<file path="src/rtl/adc_trig_pkg.sv">
package adc_trig_pkg;
   localparam int unsigned TRIG_SEL_W = 3;
   typedef enum logic [TRIG_SEL_W-1:0] {
      SRC_FREE    = 3'd0,
      SRC_ACOMP   = 3'd1,
      SRC_EXT0    = 3'd2,
      SRC_T0_CMPA = 3'd3,
      SRC_T0_OVF  = 3'd4,
      SRC_T1_CMPB = 3'd5,
      SRC_T1_OVF  = 3'd6,
      SRC_T1_CAPT = 3'd7
   } trig_src_e;
   localparam int unsigned FREE_CODE = 0;
endpackage

</file>
<file path="src/rtl/evt_sync.sv">
module evt_sync #(
   parameter int unsigned WIDTH  = 7,
   parameter int unsigned STAGES = 0
) (
   input  logic             clk_i,
   input  logic             rst_ni,
   input  logic [WIDTH-1:0] d_i,
   output logic [WIDTH-1:0] q_o
);
   initial begin
      assert (STAGES <= 4) else $error("evt_sync: STAGES above 4");
      assert (WIDTH >= 1)  else $error("evt_sync: WIDTH must be positive");
   end

   generate
      if (STAGES == 0) begin : g_bypass
         assign q_o = d_i;
      end else begin : g_chain
         logic [WIDTH-1:0] stage_q [STAGES];
         always_ff @(posedge clk_i or negedge rst_ni) begin
            if (!rst_ni) begin
               for (int s = 0; s < STAGES; s++) stage_q[s] <= '0;
            end else begin
               stage_q[0] <= d_i;
               for (int s = 1; s < STAGES; s++) stage_q[s] <= stage_q[s-1];
            end
         end
         assign q_o = stage_q[STAGES-1];
      end
   endgenerate
endmodule

</file>
<file path="src/rtl/trig_mux.sv">
module trig_mux #(
   parameter int unsigned NUM_EVT = 7,
   parameter int unsigned SEL_W   = 3
) (
   input  logic [SEL_W-1:0]   sel_i,
   input  logic [NUM_EVT-1:0] evt_i,
   input  logic               done_i,
   input  logic               diff_i,
   output logic               trig_o
);
   initial begin
      assert (NUM_EVT + 1 <= (1 << SEL_W)) else $error("trig_mux: select too narrow");
   end

   always_comb begin
      trig_o = 1'b0;
      if (sel_i == SEL_W'(adc_trig_pkg::FREE_CODE)) trig_o = done_i & ~diff_i;
      for (int k = 0; k < NUM_EVT; k++) begin
         if (sel_i == SEL_W'(k + 1)) trig_o = evt_i[k];
      end
   end
endmodule

</file>
<file path="src/rtl/trig_edge.sv">
module trig_edge #(
   parameter int unsigned SEL_W = 3
) (
   input  logic             clk_i,
   input  logic             rst_ni,
   input  logic [SEL_W-1:0] sel_i,
   input  logic             trig_i,
   output logic             rise_o
);
   localparam logic [SEL_W-1:0] FREE = SEL_W'(adc_trig_pkg::FREE_CODE);

   logic [SEL_W-1:0] sel_q;
   logic             prev_q;
   logic             enter_free;

   always_ff @(posedge clk_i or negedge rst_ni) begin
      if (!rst_ni) begin
         sel_q  <= FREE;
         prev_q <= 1'b0;
      end else begin
         sel_q  <= sel_i;
         prev_q <= trig_i;
      end
   end

   assign enter_free = (sel_i == FREE) && (sel_q != FREE);
   assign rise_o     = trig_i & ~prev_q & ~enter_free;

   p_free_entry_quiet_r7: assert property (@(posedge clk_i) disable iff (!rst_ni)
      (sel_i == FREE && $past(sel_i) != FREE) |-> !rise_o);
   p_held_no_rise_r12: assert property (@(posedge clk_i) disable iff (!rst_ni)
      ($past(trig_i) && trig_i) |-> !rise_o);
endmodule

</file>
<file path="src/rtl/start_gate.sv">
module start_gate (
   input  logic clk_i,
   input  logic rst_ni,
   input  logic rise_i,
   input  logic conv_en_i,
   input  logic auto_en_i,
   input  logic busy_i,
   output logic start_o
);
   always_ff @(posedge clk_i or negedge rst_ni) begin
      if (!rst_ni) start_o <= 1'b0;
      else         start_o <= rise_i & conv_en_i & auto_en_i & ~busy_i;
   end

   p_pulse_single_r10: assert property (@(posedge clk_i) disable iff (!rst_ni)
      start_o |=> !start_o);
endmodule

</file>
<file path="src/rtl/adc_trig_sel.sv">
module adc_trig_sel #(
   parameter int unsigned NUM_EVT     = 7,
   parameter int unsigned SYNC_STAGES = 0,
   localparam int unsigned SEL_W      = $clog2(NUM_EVT + 1)
) (
   input  logic               clk_i,
   input  logic               rst_ni,
   input  logic               conv_en_i,
   input  logic               auto_en_i,
   input  logic [SEL_W-1:0]   src_sel_i,
   input  logic [NUM_EVT-1:0] evt_i,
   input  logic               conv_done_i,
   input  logic               conv_busy_i,
   input  logic               diff_chan_i,
   output logic               start_o
);
   localparam logic [SEL_W-1:0] FREE = SEL_W'(adc_trig_pkg::FREE_CODE);

   initial begin
      assert (NUM_EVT >= 1) else $error("adc_trig_sel: need at least one event line");
   end

   logic [NUM_EVT-1:0] evt_s;
   logic               trig;
   logic               rise;

   evt_sync #(.WIDTH(NUM_EVT), .STAGES(SYNC_STAGES)) u_sync (
      .clk_i (clk_i), .rst_ni(rst_ni), .d_i(evt_i), .q_o(evt_s)
   );

   trig_mux #(.NUM_EVT(NUM_EVT), .SEL_W(SEL_W)) u_mux (
      .sel_i (src_sel_i), .evt_i(evt_s), .done_i(conv_done_i),
      .diff_i(diff_chan_i), .trig_o(trig)
   );

   trig_edge #(.SEL_W(SEL_W)) u_edge (
      .clk_i(clk_i), .rst_ni(rst_ni), .sel_i(src_sel_i),
      .trig_i(trig), .rise_o(rise)
   );

   start_gate u_gate (
      .clk_i(clk_i), .rst_ni(rst_ni), .rise_i(rise),
      .conv_en_i(conv_en_i), .auto_en_i(auto_en_i),
      .busy_i(conv_busy_i), .start_o(start_o)
   );

   p_need_conv_en_r3: assert property (@(posedge clk_i) disable iff (!rst_ni)
      !conv_en_i |=> !start_o);
   p_need_auto_en_r4: assert property (@(posedge clk_i) disable iff (!rst_ni)
      !auto_en_i |=> !start_o);
   p_busy_drops_r5: assert property (@(posedge clk_i) disable iff (!rst_ni)
      conv_busy_i |=> !start_o);
   p_diff_blocks_free_r8: assert property (@(posedge clk_i) disable iff (!rst_ni)
      (src_sel_i == FREE && diff_chan_i) |=> !start_o);
   p_free_switch_r7: assert property (@(posedge clk_i) disable iff (!rst_ni)
      (src_sel_i == FREE && $past(src_sel_i) != FREE) |=> !start_o);
endmodule

</file>
<file path="config.mk">
export PLATFORM = sky130hd
export DESIGN_NAME = adc_trig_sel
export DESIGN_NICKNAME = d
export VERILOG_FILES = /design/src/rtl/adc_trig_pkg.sv /design/src/rtl/evt_sync.sv /design/src/rtl/trig_mux.sv /design/src/rtl/trig_edge.sv /design/src/rtl/start_gate.sv /design/src/rtl/adc_trig_sel.sv
export SDC_FILE = /design/constraint.sdc
export NUM_CORES = 1
export LEC_CHECK = 0
export ABC_AREA = 0
export BUFFER_PORTS_ARGS = -buffer_cell sky130_fd_sc_hd__buf_2
export CELL_PAD_IN_SITES_DETAIL_PLACEMENT = 1
export CELL_PAD_IN_SITES_GLOBAL_PLACEMENT = 2
export CORE_AREA = 2 2 40 42
export CTS_CLUSTER_DIAMETER = 40
export DETAILED_ROUTE_END_ITERATION = 8
export DIE_AREA = 0 0 42 44
export PLACE_DENSITY = 0.67
export SLEW_MARGIN = 20
export SYNTH_ARGS = -nofsm -noshare
export SYNTH_HDL_FRONTEND = slang
export SYNTH_SLANG_ARGS = --single-unit
</file>
<file path="constraint.sdc">
create_clock -name clk_i -period 1.1 [get_ports clk_i]
set_input_delay 0.055 -clock clk_i [delete_from_list [all_inputs] [get_ports clk_i]]
set_output_delay 0.055 -clock clk_i [all_outputs]
set_load 0.05 [all_outputs]
</file>
==> impl_results.md, run 1 <==
* Status: finished, final reports clean
* Sw Ratio at 22.3%
* Fmax at 967 MHz
* XOR/XNOR share of the synthesized area at 0%
* CTS Sinks at 5
* Starting Density at 17.4%
* Pre-CTS WS at -27.4 ps
* Drt total wl at 667 um
* P&R area growth vs syn at 67.0%
* Layout cells sized above 1 at 48.8%
* CTS max path bufs at 2
* Worst vdd ir at 0.000280 V
* Core ar. at 1420 sq um
* Global-route wire length before repair at 1250 um
* # setup viols final at 0
* DR vias at 253
* Clk slew on worst S/H paths at 40 ps
* Syn Inst Count at 20
* Final HPWL from detailed placement at 566 um
* Combinational share of power at 16.6%
* Antenna Nets Post-Route at 0
* Placer congestion estimate at 0.641
* Vias in the first global route at 289
* Fin crit share at 94.0%
* Initial antenna violation count at 0
* CP max FO at 1
* Kind of critical path: reg2reg
* Post-placement cell count at 52
* CP required at 1230 ps
* Clk_lat worst skew at 240 ps
* Seq/Total Area, Yosys at 50.8%
* Starting DRT DRC Count at 2
* Rel. slew slack at 68.5%
* Die Y at 44 um
* Fin Hold WS at 27.1 ps
* Number of synthesized register bits at 5
* Yosys cell types at 13
* Cell Pwr Density at 1190 nW/um^2
* DRT Pass-1 Iters at 2
* Worst min path class: in2reg
* Adder-cell share of the synthesized area at 0%
* Fin. Hold Viols at 0
* Congestion Overflow GR at 0
* Largest net degree at the start of global routing at 8
* Main combinational cell family by area after synthesis: simple AND/OR/NAND/NOR gates
* Row Count at 14
* Nets at 61
* Final cell count without fillers at 59
* Hold Crit Start: src_sel_i[0]
* Residual DRC count at 0
* Root Driver: clkbuf_4
* Worst Skew at 2.78 ps
* MaxCap Viol Count at 0
* WL/cell at 11.3 um
* Synth Net Count at 37
* I/O Buffers at 17
* Ports at 18
* Synth warnings at 0
* Critical Path End Type: register
* Area share of and/or/nand/nor cells after synthesis at 21.3%
* Measured slew at the worst slew-check pin at 472 ps
* RSZ-0062 raised after global routing: yes
* Slew Viols, Final at 0
* Total track usage at 9.36%
* Sw Pwr at 0.109 mW
* CTS tree: done
* Pleak at 0.201 nW
* Critical path launch point type: register
* Die area at 1850 sq um
* Via-to-Cell Ratio at 4.29
* Mux cell area share after synthesis at 13.2%
* Antenna diodes at 0
* Fin Setup TNS at 0 ps
* Internal at 0.379 mW
* CP startpoint: u_edge.prev_q$_DFF_PN0_
* Clk network pwr share at 42.3%
* Overall Power at 0.488 mW
* Sequential Power Share at 41.1%
* Syn Std Cell Area at 246 sq um
* Synth Area in Compound Gates at 10.2%
* Avg Inst Size Synth at 12.3 sq um
* Worst R2R Start: u_edge.prev_q$_DFF_PN0_
* CTS buffer count at 3
* Arrival time at the worst endpoint at 1170 ps
* Setup slack after layout at 66.2 ps
* Min cycle time layout at 1030 ps
* Chip width at 42 um
* H-tree levels at 1
==> final timing paths <==
path	endpoint	slack [ps]	cells past startpoint
setup / recovery	u_gate.start_o$_DFF_PN0_	70	3
hold / removal	u_edge.sel_q[0]$_DFF_PN0_	30	1
setup reg to reg	u_gate.start_o$_DFF_PN0_	70	3
hold reg to reg	u_gate.start_o$_DFF_PN0_	550	3
max in group asynchronous	u_edge.prev_q$_DFF_PN0_	810	2
min in group asynchronous	u_edge.sel_q[1]$_DFF_PN0_	160	2
==> worst max-delay path, cell delays in order, from the launching register on <==
cell and delay (ps):
dfrtp_1 380, nor4bb_4 270, o41ai_1 110, nor4_1 170
==> metal layers <==
metal / wire length [um] / global-route usage [%]
met1: 278 / 11.5
met2: 283 / 13.4
met3: 105 / 4.17
met4: 0 / 5.81
met5: 0 / 0
==> power by group through the flow <==
stage | clock [mW] | sequential [mW] | combinational [mW]
6_report | 0.207 | 0.201 | 0.0810
5_1_grt | 0.237 | 0.201 | 0.0930
4_1_cts | 0.216 | 0.199 | 0.0786
3_5_place_dp | 0 | 0.201 | 0.0686
3_3_place_gp | 0 | 0.201 | 0.0659
2_1_floorplan | 0 | 0.203 | 0.0290
==> repair_timing <==
item / 4_1_cts / 5_1_grt
hold buffers: 3 / 0
setup endpoints to repair: 1 / 1
setup buffers: 0 / 0
pin swaps: 1 / 0
resized for setup: 1 / 1
endpoints found under the hold margin: 7 / 0
==> per-stage QoR <==
step / area (sq um) / utilization [%]
3_5_place_dp: 340 / 24.0
3_3_place_gp: 340 / 24.0
4_1_cts: 403 / 28.4
2_1_floorplan: 246 / -
6_report: 412 / 29.0
5_1_grt: 412 / 29.0
==> cell usage in the layout (no fill, tap or decap) <==
master,n
a2111oi_1,1
and3_1,1
buf_2,17
clkbuf_1,1
clkbuf_4,3
dfrtp_1,5
dlygate4sd3_1,3
mux2_1,2
mux2i_1,1
nand2b_1,2
nor3_1,2
nor3b_1,1
nor4_1,1
nor4bb_4,1
o22ai_1,1
o41ai_1,1
==> logic make-up (layout without fill, tap and decap cells) <==
logic type | after synthesis | after routing
AO/OA/AOI/OAI | 3 | 3
flip-flops | 5 | 5
buffers and inverters | 1 | 24
multiplexers | 3 | 3
AND/OR/NAND/NOR | 8 | 8
==> cell usage after synthesis, drive strengths merged <==
cell type / number / area [sq um]
o41ai: 1 / 8.76
nand2b: 2 / 12.5
nor3b: 1 / 7.51
buf: 1 / 11.3
a2111oi: 1 / 10.0
dfrtp: 5 / 125
o22ai: 1 / 6.26
nor3: 2 / 10.0
nor4: 1 / 6.26
nor4bb: 1 / 10.0
and3: 1 / 6.26
mux2: 2 / 22.5
mux2i: 1 / 10.0
==> sequential cells by signal, summed over array words and instances (netlist names) <==
register        count
u_edge.prev_q       1
u_gate.start_o      1
u_edge.sel_q        3
==> final cells by class <==
| type | instances | area (sq um) |
|---|---|---|
| Fill cell | 178 | 1010 |
| Sequential cell | 5 | 125 |
| Multi-Input combinational cell | 14 | 125 |
| Timing Repair Buffer | 20 | 115 |
| Clock buffer | 4 | 26.3 |
| Tap cell | 16 | 20.0 |
Power figures use the tool's default switching activity.
==> inputs of run 2 (changes only) <==
- CTS_CLUSTER_SIZE: unset -> 24
- REMOVE_ABC_BUFFERS: unset -> 1
==> run 2 against run 1 <==
The flow now finishes with violations (negative setup slack). First-iteration DRC count rose by 100%. Worst hold slack improved by 13 ps. Routed wire length rose by 11%. Design area rose by 3.3%. Register-to-register slack got worse by 120 ps. Power rose by 0.38%. Critical path type unchanged. Core utilization rose by 0.97 points. Highest routed layer unchanged. Fmax fell by 11%. Clock-buffer cell count did not move.
==> impl_results.md, run 2 (same netlist as run 1, synthesis figures left out) <==
* Status: finished, violations left
* Failing checks: negative setup slack
* Critical Path End Type: register
* Final HPWL from detailed placement at 591 um
* Core ar. at 1420 sq um
* Commonest non-fill, non-tap cell in the layout: buf_2
* Starting DRT DRC Count at 4
* Die area at 1850 sq um
* Die Y at 44 um
* Min cycle time layout at 1160 ps
* RSZ-0062 raised after global routing: yes
* Fin Setup TNS at -58.5 ps
* Kind of critical path: reg2reg
* Ports at 18
* Initial antenna violation count at 0
* Clk_lat worst skew at 230 ps
* # setup viols final at 1
* Starting Density at 17.4%
* Pleak at 0.202 nW
* Global-route wire length before repair at 1270 um
* Max FFs per register at 3
* Critical path launch point type: register
* Chip width at 42 um
* CTS tree: done
* Largest net degree at the start of global routing at 8
* Cell Pwr Density at 1150 nW/um^2
* Setup slack after layout at -58.5 ps
* Nets at 61
* Congestion Overflow GR at 0
* Residual DRC count at 0
* Vias in the first global route at 311
* MaxCap Viol Count at 0
* Fin crit share at 105%
* Worst vdd ir at 0.000303 V
* Slew Viols, Final at 0
* DP Area at 340 sq um
* Worst Skew at 2.10 ps
* Fin area at 425 sq um
* CTS buffer count at 3
* Biggest regs: u_edge.sel_q (3), u_edge.prev_q (1), u_gate.start_o (1)
* Layout cells sized above 1 at 53.5%
* Largest reg by FF count: u_edge.sel_q
* WL/cell at 12.5 um
* Worst min path class: in2reg
* Root Driver: clkbuf_4
* DR vias at 264
* Clk slew on worst S/H paths at 40 ps
* P&R area growth vs syn at 72.6%
* Via-to-Cell Ratio at 4.47
* Drt total wl at 740 um
* Placer congestion estimate at 0.695
* Setup Buffers After CTS at 0
* H-tree levels at 1
* Arrival time at the worst endpoint at 1300 ps
* Fin. Hold Viols at 0
* Fmax at 863 MHz
* CP required at 1240 ps
* CP max FO at 1
* R2R cell count at 3
* CTS max path bufs at 2
* Number of cells on the worst hold path at 1
* Rel. slew slack at 60.4%
* Measured slew at the worst slew-check pin at 592 ps
* I/O Buffers at 17
* Antenna diodes at 0
* Row Count at 14
* DRT Pass-1 Iters at 3
* Most frequent cells in the layout: buf_2 (17), dfrtp_1 (5), clkbuf_4 (3), dlygate4sd3_1 (3)
* CTS Sinks at 5
* Total track usage at 10.1%
* Antenna Nets Post-Route at 0
[run 2: cell count changes in the layout (fill, tap and decap cells not counted)]
| cell | delta |
|---|---|
| nor4_1 | -1 |
| nor4_2 | +1 |
| o41ai_1 | -1 |
| o41ai_2 | +1 |
[run 2: path summary, 6_finish.rpt]
check / startpoint / endpoint / slack, ps
max: u_edge.prev_q$_DFF_PN0_ / u_gate.start_o$_DFF_PN0_ / -60
min: src_sel_i[0] / u_edge.sel_q[0]$_DFF_PN0_ / 40
max reg2reg: u_edge.prev_q$_DFF_PN0_ / u_gate.start_o$_DFF_PN0_ / -60
min reg2reg: u_edge.prev_q$_DFF_PN0_ / u_gate.start_o$_DFF_PN0_ / 570
max in group asynchronous: rst_ni / u_gate.start_o$_DFF_PN0_ / 810
min in group asynchronous: rst_ni / u_edge.sel_q[2]$_DFF_PN0_ / 170
[run 2: metrics by stage]
| step | power (mW) | instances | utilization [%] | hold WS [ps] | worst slack, ps |
|---|---|---|---|---|---|
| 3_5_place_dp | 0.271 | 52 | 24.0 | -131 | -60.5 |
| 4_1_cts | 0.492 | 58 | 27.7 | 2.48 | -82.9 |
| 5_1_grt | 0.531 | 59 | 30.0 | 27.0 | -162 |
| 2_1_floorplan | 0.226 | 19 | - | -241 | 175 |
| 3_3_place_gp | 0.267 | 52 | 24.0 | -134 | 17.7 |
| 6_report | 0.490 | 59 | 30.0 | 39.6 | -58.5 |
[run 2: power by group]
group	total (mW)	switching, mW	internal [mW]	leakage [nW]
Sequential	0.201	0.00556	0.196	0.0602
Clock	0.202	0.0659	0.137	0.0150
Combinational	0.0865	0.0387	0.0478	0.127
Total	0.490	0.110	0.380	0.202
[run 2: layer usage]
layer  wire [um]  global-route usage, %  vias to the layer above
met3          93                   3.75                        0
met2         365                   15.9                       18
met1         281                   11.0                      123
met4           0                   7.74                        0
li1            -                      -                      123
met5           0                      0                        -
[run 2: what timing repair did]
item                                   4_1_cts  5_1_grt
gates cloned                                 0        0
hold buffers                                 2        1
setup endpoints to repair                    1        1
pin swaps                                    0        2
resized for setup                            1        3
endpoints found under the hold margin        6        1
[run 2: critical path, cell delays in order (launching register included)]
cell and delay (ps):
dfrtp_1 390, nor4bb_4 290, o41ai_2 130, nor4_2 250
[run 2: area by class of cell]
type                    instances  area, sq um
multi-input cells              14          139
flip-flops and latches          5          125
well taps                      16         20.0
clock buffers                   4         26.3
repair buffers                 20          115
fillers                       171          993
==> inputs of run 3 (changes only) <==
- ABC_AREA: 0 -> 1
- CORE_AREA: 2 2 40 42 -> 3 3 45 47
- DIE_AREA: 0 0 42 44 -> 0 0 48 50
==> run 3 against run 2 <==
The run now ends clean. Clock power is 6% higher. Setup slack better by 180 ps. Clock skew is 2.4 ps higher. Critical path depth is 3 higher. Design area is 3.8% higher. Synthesized cell count is 95% higher. Global-route usage is 3.4 points lower. Sequential power is 2% lower. Routed wire length is 10% lower. Critical path type is now in2reg. Critical endpoint unchanged.
==> impl_results.md, run 3 <==
* Yosys top cell by area: dfrtp_1
* Sequential Power Share at 39.5%
* Pre-CTS WS at 220 ps
* Antenna Nets Post-Route at 0
* Final HPWL from detailed placement at 564 um
* Largest reg by FF count: u_edge.sel_q
* Most frequent cells in the layout: buf_2 (17), nand2_1 (12), inv_1 (11), dfrtp_1 (5), nand3_1 (4)
* Largest net degree at the start of global routing at 8
* Residual DRC count at 0
* Top cells by area, synth: dfrtp_1 (46%), nand2_1 (16%), inv_1 (15%)
* Cell Pwr Density at 1130 nW/um^2
* Clk slew on worst S/H paths at 50 ps
* P&R area growth vs syn at 61.2%
* Die area at 2400 sq um
* Commonest non-fill, non-tap cell in the layout: buf_2
* Slowest library cell on the worst path: dlygate4sd3_1
* Internal at 0.376 mW
* Worst min path class: in2reg
* Max FFs per register at 3
* Nets at 81
* RSZ-0062 raised after global routing: no
* Placer congestion estimate at 0.646
* EDFF count, synth at 0
* Top post-synthesis cells by count: nand2_1 (12), inv_1 (11), dfrtp_1 (5), nand3_1 (4)
* Sw Ratio at 24.7%
* FFs w/ async S/R, synth at 100%
* Fin Setup TNS at 0 ps
* Fin crit share at 89.0%
* CTS tree: done
* Syn Std Cell Area at 274 sq um
* MaxCap Viol Count at 0
* Row Count at 15
* Root Driver: clkbuf_4
* Kind of critical path: in2reg
* Total track usage at 6.66%
* Fmax at 1020 MHz
* # setup viols final at 0
* Arrival time at the worst endpoint at 1120 ps
* DR vias at 321
* Critical path launch point type: input port
* Post-placement cell count at 73
* Global-route wire length before repair at 1110 um
* Clk network pwr share at 42.9%
* CTS max path bufs at 2
* Seq/Total Area, Yosys at 45.7%
* Congestion Overflow GR at 0
* Setup slack after layout at 121 ps
* Syn Inst Count at 39
* Core ar. at 1690 sq um
* Post-layout util at 26.1%
* Combinational share of power at 17.6%
* Clk_lat worst skew at 240 ps
* Primary FF master, synth: dfrtp_1
* Slew Viols, Final at 0
* Top cell type's share of synthesized area at 45.7%
* DRT Pass-1 Iters at 2
* I/O Buffers at 17
* Synth warnings at 0
* Worst Skew at 4.47 ps
* Fin. Hold Viols at 0
* Layout cells sized above 1 at 36.5%
* CTS Sinks at 5
* Critical Path End Type: register
* CP required at 1240 ps
* Number of synthesized register bits at 5
* Biggest regs: u_edge.sel_q (3), u_edge.prev_q (1), u_gate.start_o (1)
* CP max FO at 6
* Pleak at 0.264 nW
* Avg Inst Size Synth at 7.03 sq um
* Register-to-register setup slack at 230 ps
* Drt total wl at 663 um
* Starting DRT DRC Count at 1
* Antenna diodes at 0
* Min cycle time layout at 979 ps
* Status: finished, final reports clean
* Starting Density at 16.2%
* Sw Pwr at 0.123 mW
* Via-to-Cell Ratio at 4.01
* CTS buffer count at 3
* H-tree levels at 1
* Final cell count without fillers at 80
* Worst vdd ir at 0.000278 V
* Rel. slew slack at 84.1%
* WL/cell at 8.29 um
* Chip width at 48 um
* Measured slew at the worst slew-check pin at 236 ps
* Crit path cell chain: dlygate4sd3_1, buf_2, nor3_2, o31ai_1, nand2_1, nor2_2
* Vias in the first global route at 299
* Ports at 18
* Initial antenna violation count at 0
* Count leader, synth: nand2_1
* Die Y at 50 um
* Yosys cell types at 11
* Slowest stage delay, CP at 530 ps
==> run 3: power by group through the flow <==
stage               combinational [mW]  sequential [mW]  clock (mW)
CTS                             0.0895            0.198       0.225
global route                     0.103            0.199       0.233
detailed placement              0.0813            0.200           0
finish                          0.0877            0.197       0.215
global placement                0.0803            0.200           0
floorplan                       0.0337            0.203           0
==> run 3: per-stage QoR <==
stage	hold slack, ps	instance area (sq um)	total power [mW]
2_1_floorplan	-241	274	0.236
3_3_place_gp	-127	380	0.280
3_5_place_dp	-125	380	0.282
4_1_cts	7.97	437	0.513
5_1_grt	23.1	442	0.535
6_report	17.8	442	0.500
==> run 3: cell type report <==
type / instances / area (sq um)
Tap cell: 17 / 21.3
Multi-Input combinational cell: 22 / 109
Inverter: 12 / 45.0
Sequential cell: 5 / 125
Fill cell: 217 / 1250
Timing Repair Buffer: 20 / 115
Clock buffer: 4 / 26.3
==> run 3: cell families after synthesis <==
logic type | count (synthesis) | share of synthesized area [%]
flip-flops | 5 | 45.7
buffers and inverters | 12 | 16.4
AO/OA/AOI/OAI | 2 | 4.57
AND/OR/NAND/NOR | 20 | 33.3
==> run 3: final timing paths <==
| path | start | endpoint | cells after the start |
|---|---|---|---|
| max in group asynchronous | rst_ni | u_edge.prev_q$_DFF_PN0_ | 2 |
| worst max-delay path | src_sel_i[1] | u_gate.start_o$_DFF_PN0_ | 6 |
| min in group asynchronous | rst_ni | u_gate.start_o$_DFF_PN0_ | 2 |
| worst max register to register | u_edge.sel_q[1]$_DFF_PN0_ | u_gate.start_o$_DFF_PN0_ | 3 |
| worst min-delay path | src_sel_i[0] | u_edge.sel_q[0]$_DFF_PN0_ | 1 |
| worst min register to register | u_edge.sel_q[2]$_DFF_PN0_ | u_gate.start_o$_DFF_PN0_ | 3 |
==> run 3: worst max-delay path, delay by kind of cell <==
family / cells / cell delay [ps]
AO/OA/AOI/OAI: 1 / 100
buffers and inverters: 2 / 680
AND/OR/NAND/NOR: 3 / 290
==> run 3: metal layers <==
layer	vias to the layer above	track usage (%)	wire, um
met2	15	9.69	307
met4	0	5.38	19
met3	4	2.19	68
met5	-	0	0
li1	164	-	-
met1	138	7.47	267
==> run 3: repair_timing <==
item	in CTS	in global routing
gates resized for setup	0	1
hold endpoints to repair	7	0
setup buffers	0	0
endpoints found under the setup margin	0	1
hold buffers	3	0
